File: config.mk
export PLATFORM = sky130hd
export DESIGN_NAME = hold_refresh_seq
export DESIGN_NICKNAME = d
export VERILOG_FILES = /design/src/rtl/hrs_pkg.sv /design/src/rtl/hrs_int_osc.sv /design/src/rtl/hrs_ext_edge.sv /design/src/rtl/hrs_src_sel.sv /design/src/rtl/hold_refresh_seq.sv
export SDC_FILE = /design/constraint.sdc
export NUM_CORES = 1
export LEC_CHECK = 0
export BUFFER_PORTS_ARGS = -buffer_cell sky130_fd_sc_hd__buf_2
export CAP_MARGIN = 0
export CORE_UTILIZATION = 49
export CTS_CLUSTER_SIZE = 28
export DETAILED_ROUTE_END_ITERATION = 10
export PLACE_DENSITY = 0.85
export SKIP_LAST_GASP = 1
export SLEW_MARGIN = 5
export SYNTH_ARGS = -nofsm -noshare
export SYNTH_HDL_FRONTEND = slang
export SYNTH_SLANG_ARGS = --single-unit
export TNS_END_PERCENT = 5
File: constraint.sdc
create_clock -name clk -period 3.65 [get_ports clk]
set_input_delay 0.365 -clock clk [delete_from_list [all_inputs] [get_ports clk]]
set_output_delay 0.365 -clock clk [all_outputs]
set_load 0.02 [all_outputs]
File: src/rtl/hrs_pkg.sv
package hrs_pkg;
  // Ladder tap k+1 of (nch+1) equal steps across the full code range
  function automatic int unsigned ladder_tap(input int unsigned k, input int unsigned nch,
                                             input int unsigned w);
    return ((k + 1) * ((32'd1 << w) - 1)) / (nch + 1);
  endfunction
endpackage

File: src/rtl/hrs_int_osc.sv
module hrs_int_osc #(
  parameter int DIV = 2000
) (
  input  logic clk,
  input  logic rst,
  output logic tick_o
);
  localparam int CW = (DIV > 2) ? $clog2(DIV) : 1;
  localparam logic [CW-1:0] LAST = CW'(DIV - 1);

  logic [CW-1:0] cnt;

  always_ff @(posedge clk) begin
    if (rst) begin
      cnt    <= '0;
      tick_o <= 1'b0;
    end else begin
      tick_o <= (cnt == LAST);
      cnt    <= (cnt == LAST) ? '0 : cnt + 1'b1;
    end
  end

  initial assert (DIV >= 2) else $error("divider must be at least 2");

  // tick leaves the counter freshly restarted
  assert_tick_restart_R4: assert property (@(posedge clk) disable iff (rst)
    tick_o |-> (cnt == '0));
  assert_tick_single_R4: assert property (@(posedge clk) disable iff (rst)
    tick_o |=> !tick_o);
endmodule

File: src/rtl/hrs_ext_edge.sv
module hrs_ext_edge (
  input  logic clk,
  input  logic rst,
  input  logic pin_i,
  output logic tick_o
);
  logic sync1, sync2, last;

  always_ff @(posedge clk) begin
    if (rst) begin
      sync1  <= 1'b0;
      sync2  <= 1'b0;
      last   <= 1'b0;
      tick_o <= 1'b0;
    end else begin
      sync1  <= pin_i;
      sync2  <= sync1;
      last   <= sync2;
      tick_o <= sync2 & ~last;
    end
  end

  // a rising edge yields a single-cycle pulse
  assert_edge_single_R5: assert property (@(posedge clk) disable iff (rst)
    tick_o |=> !tick_o);
endmodule

File: src/rtl/hrs_src_sel.sv
module hrs_src_sel (
  input  logic clk,
  input  logic rst,
  input  logic sel_req,
  input  logic int_tick,
  input  logic ext_tick,
  output logic tick_o
);
  logic use_ext;

  assign tick_o = use_ext ? ext_tick : int_tick;

  always_ff @(posedge clk) begin
    if (rst)         use_ext <= sel_req;
    else if (tick_o) use_ext <= sel_req;
  end

  // source only swaps right after a tick of the old source
  assert_switch_on_tick_R6: assert property (@(posedge clk) disable iff (rst)
    !$stable(use_ext) |-> $past(tick_o));
endmodule

File: src/rtl/hold_refresh_seq.sv
module hold_refresh_seq #(
  parameter int NCH     = 12,
  parameter int CODE_W  = 10,
  parameter int CLK_HZ  = 200_000_000,
  parameter int TICK_HZ = 100_000
) (
  input  logic                   clk,
  input  logic                   rst,
  input  logic                   ext_sel,
  input  logic                   ext_osc,
  input  logic                   dac_mode,
  input  logic [NCH*CODE_W-1:0]  dac_codes,
  output logic [NCH-1:0]         hold_stb,
  output logic [$clog2(NCH)-1:0] chan_idx,
  output logic [CODE_W-1:0]      hold_code
);
  localparam int DIV   = CLK_HZ / TICK_HZ;
  localparam int IDX_W = $clog2(NCH);
  localparam logic [IDX_W-1:0] LAST_CH = IDX_W'(NCH - 1);

  logic int_tick, ext_tick, tick;
  logic [IDX_W-1:0]  ch_cnt;
  logic [CODE_W-1:0] reg_tab    [NCH];
  logic [CODE_W-1:0] ladder_tab [NCH];
  logic [CODE_W-1:0] sel_code;

  hrs_int_osc #(.DIV(DIV)) u_int (
    .clk(clk), .rst(rst), .tick_o(int_tick));

  hrs_ext_edge u_ext (
    .clk(clk), .rst(rst), .pin_i(ext_osc), .tick_o(ext_tick));

  hrs_src_sel u_sel (
    .clk(clk), .rst(rst), .sel_req(ext_sel),
    .int_tick(int_tick), .ext_tick(ext_tick), .tick_o(tick));

  for (genvar g = 0; g < NCH; g++) begin : g_tab
    assign reg_tab[g]    = dac_codes[g*CODE_W +: CODE_W];
    assign ladder_tab[g] = CODE_W'(hrs_pkg::ladder_tap(g, NCH, CODE_W));
  end

  assign sel_code = dac_mode ? reg_tab[ch_cnt] : ladder_tab[ch_cnt];

  always_ff @(posedge clk) begin
    if (rst) begin
      ch_cnt    <= '0;
      hold_stb  <= '0;
      chan_idx  <= '0;
      hold_code <= '0;
    end else if (tick) begin
      hold_stb  <= NCH'(1) << ch_cnt;
      chan_idx  <= ch_cnt;
      hold_code <= sel_code;
      ch_cnt    <= (ch_cnt == LAST_CH) ? '0 : ch_cnt + 1'b1;
    end else begin
      hold_stb  <= '0;
    end
  end

  assert_stb_onehot_R2: assert property (@(posedge clk) disable iff (rst)
    $onehot0(hold_stb));
  assert_stb_one_cycle_R2: assert property (@(posedge clk) disable iff (rst)
    (hold_stb != '0) |=> (hold_stb == '0));
  assert_stb_matches_idx_R2: assert property (@(posedge clk) disable iff (rst)
    (hold_stb != '0) |-> hold_stb[chan_idx]);
  assert_idx_range_R3: assert property (@(posedge clk) disable iff (rst)
    chan_idx <= LAST_CH);
  assert_hold_idx_R9: assert property (@(posedge clk) disable iff (rst)
    (hold_stb == '0) |-> ($stable(chan_idx) && $stable(hold_code)));
endmodule

==> results of run 1 <==
-- final cells by class --
type | count | area share [%]
Inverter | 7 | 0.699
Tap cell | 72 | 2.40
Timing Repair Buffer | 154 | 20.8
Clock buffer | 6 | 2.50
Multi-Input combinational cell | 213 | 47.3
Sequential cell | 47 | 25.3
Clock inverter | 2 | 0.999
-- stage by stage --
stage               utilization, %  worst slack (ns)
CTS                           67.0              1.37
detailed placement            64.7              1.37
global route                  67.0              1.19
finish                        67.0              1.32
floorplan                        -              1.69
global placement              64.7              1.43
-- cell usage after synthesis, types with 3 or more instances --
cell type,count
sky130_fd_sc_hd__nor3_1,5
sky130_fd_sc_hd__nor2b_1,9
sky130_fd_sc_hd__buf_4,3
sky130_fd_sc_hd__nand2b_1,4
sky130_fd_sc_hd__nand3_1,7
sky130_fd_sc_hd__and3_1,12
sky130_fd_sc_hd__a21oi_1,18
sky130_fd_sc_hd__a211oi_1,6
sky130_fd_sc_hd__clkbuf_1,10
sky130_fd_sc_hd__a22oi_1,5
sky130_fd_sc_hd__xnor2_1,4
sky130_fd_sc_hd__mux2i_1,14
sky130_fd_sc_hd__ha_1,8
sky130_fd_sc_hd__mux2_2,3
sky130_fd_sc_hd__o31ai_1,4
sky130_fd_sc_hd__dfxtp_1,46
sky130_fd_sc_hd__xor2_1,5
sky130_fd_sc_hd__a22o_1,3
sky130_fd_sc_hd__nand4_1,3
sky130_fd_sc_hd__mux4_1,3
sky130_fd_sc_hd__nor2_1,30
sky130_fd_sc_hd__inv_1,5
sky130_fd_sc_hd__nand2_1,21
sky130_fd_sc_hd__o21ai_0,3
sky130_fd_sc_hd__buf_2,5
sky130_fd_sc_hd__mux4_2,21
-- flip-flops by register name (all words and copies together) (netlist names) --
register and cells:
u_ext.tick_o 1, u_int.cnt 11, u_sel.use_ext 1, chan_idx 4
u_ext.last 1, ch_cnt 4, hold_code 10, u_int.tick_o 1
u_ext.sync1 1, u_ext.sync2 1, hold_stb 12
-- metal layers --
layer	wire length, um	global-route usage, %
met1	3170	32.5
met2	4080	45.8
met3	616	5.40
met4	174	9.09
met5	0	0
-- path summary, 6_finish.rpt --
kind	start	end	slack, ns
hold reg to reg	u_ext.last$_SDFF_PP0_	u_ext.tick_o$_SDFF_PP0_	0.39
hold / removal	ext_sel	u_sel.use_ext$_DFFE_PP_	0.25
setup reg to reg	ch_cnt[3]$_SDFFE_PP0P_	hold_code[6]$_SDFFE_PP0P_	1.32
setup / recovery	ch_cnt[3]$_SDFFE_PP0P_	hold_code[6]$_SDFFE_PP0P_	1.32
-- worst register-to-register path: cells and delay by family (launching register included) --
| family | cells | cell delay, ns |
|---|---|---|
| DFF | 1 | 0.92 |
| and+or+nand+nor | 1 | 0.74 |
| AOI/OAI and AO/OA | 3 | 0.59 |
-- layout by cell type (no fill, tap or decap), types with 4 or more instances in the layout --
| cell | count |
|---|---|
| sky130_fd_sc_hd__inv_1 | 5 |
| sky130_fd_sc_hd__dfxtp_1 | 45 |
| sky130_fd_sc_hd__buf_2 | 150 |
| sky130_fd_sc_hd__clkbuf_8 | 5 |
| sky130_fd_sc_hd__mux4_2 | 21 |
| sky130_fd_sc_hd__o31ai_1 | 4 |
| sky130_fd_sc_hd__nor3_1 | 5 |
| sky130_fd_sc_hd__buf_4 | 4 |
| sky130_fd_sc_hd__nand2_1 | 21 |
| sky130_fd_sc_hd__a211oi_1 | 6 |
| sky130_fd_sc_hd__xor2_1 | 5 |
| sky130_fd_sc_hd__a22oi_1 | 5 |
| sky130_fd_sc_hd__xnor2_1 | 4 |
| sky130_fd_sc_hd__a21oi_1 | 18 |
| sky130_fd_sc_hd__nor2_1 | 30 |
| sky130_fd_sc_hd__ha_1 | 8 |
| sky130_fd_sc_hd__and3_1 | 12 |
| sky130_fd_sc_hd__nand3_1 | 7 |
| sky130_fd_sc_hd__nor2b_1 | 9 |
| sky130_fd_sc_hd__nand2b_1 | 4 |
| sky130_fd_sc_hd__mux2i_1 | 14 |
-- power breakdown --
group          switching (uW)  internal, uW
combinational            64.0          89.6
clock                     176           245
sequential               5.47           522
total                     245           857
-- kinds of logic (layout without fill, tap and decap cells) --
family | Yosys count | in the layout | share of synthesized area (%)
AND/OR/NAND/NOR | 100 | 100 | 17.2
flip-flops | 47 | 47 | 32.9
buffers and inverters | 30 | 169 | 5.71
XOR/XNOR | 9 | 9 | 2.72
multiplexers | 41 | 41 | 25.1
AO/OA/AOI/OAI | 55 | 55 | 13.0
adder cells (fa/ha/maj) | 8 | 8 | 3.46
==> results.sh, run 1 <==
export IMPL_timing_hold_violations_final=0
export IMPL_first_pass_grt_wire_length_mm=13.0
export IMPL_cts_setup_buffers=0
export IMPL_crit_path_max_fanout=29
export IMPL_drt_iter0_markers=214
export IMPL_synth_top_area_cell="sky130_fd_sc_hd__dfxtp_1"
export IMPL_power_leakage_uw=0.00168
export IMPL_dp_hpwl_mm=6.27
export IMPL_status="finished, final reports clean"
export IMPL_drt_pass1_iter_count=5
export IMPL_vdd_ir_drop_max_mv=0.308
export IMPL_netlist_area_leader_share_pct=31.8
export IMPL_dominantRegCellSynth="sky130_fd_sc_hd__dfxtp_1"
export IMPL_clock_sinks=47
export IMPL_fmaxAchievable_ghz=0.429
export IMPL_cp_num_buf_inv=0
export IMPL_period_share_pct=63.9
export IMPL_cts_tree="built"
export IMPL_r2r_worst_path_cells=4
export IMPL_global_route_usage_total_pct=26.4
export IMPL_setup_viol=0
export IMPL_ant_nets=0
export IMPL_setup_repair_after_global_routing_missed_its_margin="no"
export IMPL_design_die_area_mm2=0.00621
export IMPL_num_vias=2908
export IMPL_worst_endpoint_required_ns=3.86
export IMPL_sequential_cell_area_um2=952
export IMPL_multi_input_area_mm2=0.00178
export IMPL_grt_start_max_net_pins=32
export IMPL_hold_path_depth=1
export IMPL_tritoncts_num_buffers=5
export IMPL_cts_resized=0
export IMPL_post_synthesis_average_cell_area_um2=9.98
export IMPL_grt_remaining_overflow=0
export IMPL_detailed_place_area_mm2=0.00363
export IMPL_clkSlewWorstSetupHoldPaths_ns=0.09
export IMPL_grt_antenna_before_repair=0
export IMPL_final_sum_of_negative_setup_slack_ns=0
export IMPL_max_slew_worst_pin_slew_ns=0.901
export IMPL_num_rows=27
export IMPL_critical_path_cell_chain="nor2b_1, a221o_1, o22ai_1, a311oi_1"
export IMPL_synth_area_mm2=0.00289
export IMPL_worst_slew_margin_rel_pct=39.8
export IMPL_setup_worst_path_end_class="flip-flop"
export IMPL_yosys_register_bits=47
export IMPL_ys_warnings_count=0
export IMPL_fp_dieH_um=78.8
export IMPL_synth_async_sr_flop_share_pct=0
export IMPL_worst_hold_path_type="input pin to flip-flop"
export IMPL_nNetsFinal=561
export IMPL_cap_viol_max_count=0
export IMPL_io_buffer_count=150
export IMPL_ctsLongestPathBuffers=2
export IMPL_floorplan_initialDensity_pct=51.6
export IMPL_timing_critical_path_max_delay_family="flip-flops"
export IMPL_detail_route_vias_per_cell=5.80
export IMPL_setup_worst_path_start_class="flip-flop"
export IMPL_die_w_um=78.8
export IMPL_fillers=470
export IMPL_post_layout_total_power_uw=1100
export IMPL_cts_root_buf="sky130_fd_sc_hd__clkbuf_8"
export IMPL_worst_hold_slack_ns=0.247
export IMPL_cp_depth=4
export IMPL_areaGrowthSynthToFinish_pct=29.9
export IMPL_synth_seq_area_share_pct=32.9
export IMPL_final_setup_skew_ns=0.0132
export IMPL_synth_edf_count=1
export IMPL_first_global_vias=2778
export IMPL_crit_path_max_incr_delay_ns=0.92
export IMPL_final_layout_size_suffix_gt1_share_pct=43.8
export IMPL_core_area_mm2=0.00561
export IMPL_power_density_cell_area_mw_per_mm2=293
export IMPL_antenna_cells=0
export IMPL_worst_skew_pair_late_latency_ns=0.30
export IMPL_routedWlPerCell_um=16.1
export IMPL_drt_drc_violations_left=0
export IMPL_drt_wl_total_mm=8.04
export IMPL_arrival_ns=2.54
export IMPL_report_final_slew_viol_count=0
export IMPL_hold_buffers=0
export IMPL_gp_routability_congestion=0.845
export IMPL_number_of_placed_i_o_pins=151
export IMPL_synth_nets=423
export IMPL_postSynthCellCount=290
export IMPL_synth_cell_types=52
export IMPL_cpMaxStageDelayCell="sky130_fd_sc_hd__dfxtp_1"
export IMPL_layout_cell_area_non_filler_mm2=0.00376
export IMPL_path_class="flip-flop to flip-flop"
export IMPL_place_detailed_instances=493
export IMPL_post_route_min_period_ns=2.33
export IMPL_synthTopCellsByArea="sky130_fd_sc_hd__dfxtp_1, sky130_fd_sc_hd__mux4_2, sky130_fd_sc_hd__mux2i_1, sky130_fd_sc_hd__nor2_1, sky130_fd_sc_hd__ha_1"
export IMPL_final_cells=501
export IMPL_number_of_h_tree_branching_levels=2
Note: power is estimated with default switching activity, not from simulation.
==> run 2, diff against run 1 <==
--- a/config.mk
+++ b/config.mk
@@ -7,10 +7,10 @@
 export LEC_CHECK = 0
 export BUFFER_PORTS_ARGS = -buffer_cell sky130_fd_sc_hd__buf_2
 export CAP_MARGIN = 0
-export CORE_UTILIZATION = 49
+export CORE_UTILIZATION = 46
 export CTS_CLUSTER_SIZE = 28
 export DETAILED_ROUTE_END_ITERATION = 10
-export PLACE_DENSITY = 0.85
+export PLACE_DENSITY = 0.8
 export SKIP_LAST_GASP = 1
 export SLEW_MARGIN = 5
 export SYNTH_ARGS = -nofsm -noshare
==> constraint.sdc (replaced) <==
create_clock -name clk -period 2.4 [get_ports clk]
set_input_delay 0.24 -clock clk [delete_from_list [all_inputs] [get_ports clk]]
set_output_delay 0.24 -clock clk [all_outputs]
set_load 0.02 [all_outputs]
==> run 2 against run 1 <==
Against the previous run:
- global-route usage down 0.36 points
- final cell count up 1.8%
- cell area up 0.90%
- highest routed layer unchanged
- critical endpoint is now hold_code[0]$_SDFFE_PP0P_
- non-clock buffer count up 6
- sequential power up 52%
==> results.sh, run 2 (synthesis gave the netlist of run 1 again) <==
export IMPL_status="finished, final reports clean"
export IMPL_cap_viol_max_count=0
export IMPL_cts_tree="built"
export IMPL_cp_num_buf_inv=0
export IMPL_grt_start_max_net_pins=35
export IMPL_cts_root_buf="sky130_fd_sc_hd__clkbuf_8"
export IMPL_cts_resized=0
export IMPL_crit_start="ch_cnt[1]$_SDFFE_PP0P_"
export IMPL_vdd_ir_drop_max_mv=0.296
export IMPL_ant_nets=0
export IMPL_drt_drc_violations_left=0
export IMPL_crit_end="hold_code[0]$_SDFFE_PP0P_"
export IMPL_core_area_mm2=0.00599
export IMPL_worst_endpoint_required_ns=2.58
export IMPL_final_layout_size_suffix_gt1_share_pct=44.6
export IMPL_met1_length_mm=3.30
export IMPL_ctsLongestPathBuffers=2
export IMPL_crit_path_max_fanout=16
export IMPL_setup_worst_path_start_class="flip-flop"
export IMPL_num_rows=28
export IMPL_detailed_place_area_mm2=0.00369
export IMPL_grt_remaining_overflow=0
export IMPL_fp_dieH_um=81.3
export IMPL_floorplan_initialDensity_pct=48.3
export IMPL_report_final_slew_viol_count=0
export IMPL_layout_common_cells="sky130_fd_sc_hd__buf_2, sky130_fd_sc_hd__dfxtp_1, sky130_fd_sc_hd__nor2_1, sky130_fd_sc_hd__nand2_1, sky130_fd_sc_hd__mux4_2"
export IMPL_num_vias=2820
export IMPL_drt_pass1_iter_count=4
export IMPL_antenna_cells=0
export IMPL_post_route_min_period_ns=1.94
export IMPL_cpMaxStageDelayCell="sky130_fd_sc_hd__mux4_1"
export IMPL_r2r_worst_path_cells=4
export IMPL_number_of_h_tree_branching_levels=2
export IMPL_layout_core_utilization_pct=63.3
export IMPL_arrival_ns=2.13
export IMPL_max_slew_worst_pin_slew_ns=0.575
export IMPL_cp_depth=4
export IMPL_crit_path_max_incr_delay_ns=0.60
export IMPL_reg2reg_to="hold_code[0]$_SDFFE_PP0P_"
export IMPL_setup_worst_path_end_class="flip-flop"
export IMPL_power_density_cell_area_mw_per_mm2=410
export IMPL_top_layer_used="met4"
export IMPL_met2RoutedLength_mm=4.17
export IMPL_areaGrowthSynthToFinish_pct=31.1
export IMPL_number_of_placed_i_o_pins=151
export IMPL_timing_critical_path_max_delay_family="compound AO/OA/AOI/OAI gates"
export IMPL_worst_skew_pair_late_latency_ns=0.30
export IMPL_leading_cell_type_in_the_layout_fill_and_taps_excluded="sky130_fd_sc_hd__buf_2"
export IMPL_global_route_usage_total_pct=26.0
export IMPL_io_buffer_count=150
export IMPL_routedWlPerCell_um=15.8
export IMPL_hold_buffers=0
export IMPL_worst_slew_margin_rel_pct=61.5
export IMPL_power_leakage_uw=0.00170
export IMPL_layout_cell_area_non_filler_mm2=0.00379
export IMPL_clkSlewWorstSetupHoldPaths_ns=0.09
export IMPL_dp_hpwl_mm=6.39
export IMPL_largest_reg_flops=12
export IMPL_setup_slack_ns=0.457
export IMPL_registers_top_by_ff_count="hold_stb"
export IMPL_die_w_um=81.3
export IMPL_timing_hold_violations_final=0
export IMPL_fmaxAchievable_ghz=0.515
export IMPL_reg2reg_setup_slack_ns=0.46
export IMPL_detailroute_wirelength_met3_um=464
export IMPL_first_pass_grt_wire_length_mm=13.0
export IMPL_setup_repair_after_global_routing_missed_its_margin="no"
export IMPL_timing_rr_start="ch_cnt[1]$_SDFFE_PP0P_"
export IMPL_cts_setup_buffers=0
export IMPL_worst_hold_path_type="input pin to flip-flop"
export IMPL_detail_route_vias_per_cell=5.53
export IMPL_design_die_area_mm2=0.00661
export IMPL_tritoncts_num_buffers=5
export IMPL_gp_routability_congestion=0.823
export IMPL_critical_path_cell_chain="mux4_1, a22o_1, a211oi_1, o31ai_1"
export IMPL_first_global_vias=2767
export IMPL_period_share_pct=80.9
export IMPL_drt_wl_total_mm=8.08
export IMPL_final_sum_of_negative_setup_slack_ns=0
export IMPL_clock_sinks=47
export IMPL_setup_viol=0
export IMPL_drt_iter0_markers=183
export IMPL_nNetsFinal=567
export IMPL_final_setup_skew_ns=0.00823
export IMPL_grt_antenna_before_repair=0
export IMPL_path_class="flip-flop to flip-flop"
export IMPL_dp_worst_setup_slack_ns=0.478
export IMPL_largestRegisters="hold_stb (12), u_int.cnt (11), hold_code (10)"
run 2: how the worst min path moves through the flow:
stage,start,endpoint,slack (ns),depth (start not counted)
2_1_floorplan,ext_sel,u_sel.use_ext$_DFFE_PP_,0.34,0
3_3_place_gp,u_ext.last$_SDFF_PP0_,u_ext.tick_o$_SDFF_PP0_,0.37,1
3_5_place_dp,u_ext.last$_SDFF_PP0_,u_ext.tick_o$_SDFF_PP0_,0.38,1
4_1_cts,ext_sel,u_sel.use_ext$_DFFE_PP_,0.13,1
5_1_grt,ext_sel,u_sel.use_ext$_DFFE_PP_,0.11,1
6_report,ext_sel,u_sel.use_ext$_DFFE_PP_,0.13,1
run 2: cell type report:
class                   count  area [um2]
well taps                  75        93.8
inverters                   7        26.3
fillers                   501        2200
clock buffers               7        96.3
flip-flops and latches     47         952
repair buffers            160         838
clock inverters             1        7.51
multi-input cells         213        1780
run 2: metrics by stage:
step,instances,hold slack [ns],power [uW]
after floorplan,290,0.339,931
after detailed placement,502,0.379,1060
after global routing,510,0.112,1620
after CTS,510,0.125,1570
after global placement,502,0.372,1050
final,510,0.133,1560
run 2: power by group:
group / switching [uW] / total, uW / internal (uW)
sequential: 7.51 / 801 / 794
combinational: 99.4 / 237 / 138
clock: 255 / 517 / 262
total: 362 / 1560 / 1190
run 2: routing by layer:
layer  vias to the layer above  global-route usage [%]
met2                       127                    46.6
met4                         0                    7.50
met5                         -                       0
met3                        10                    3.37
li1                       1371                       -
met1                      1312                    32.4
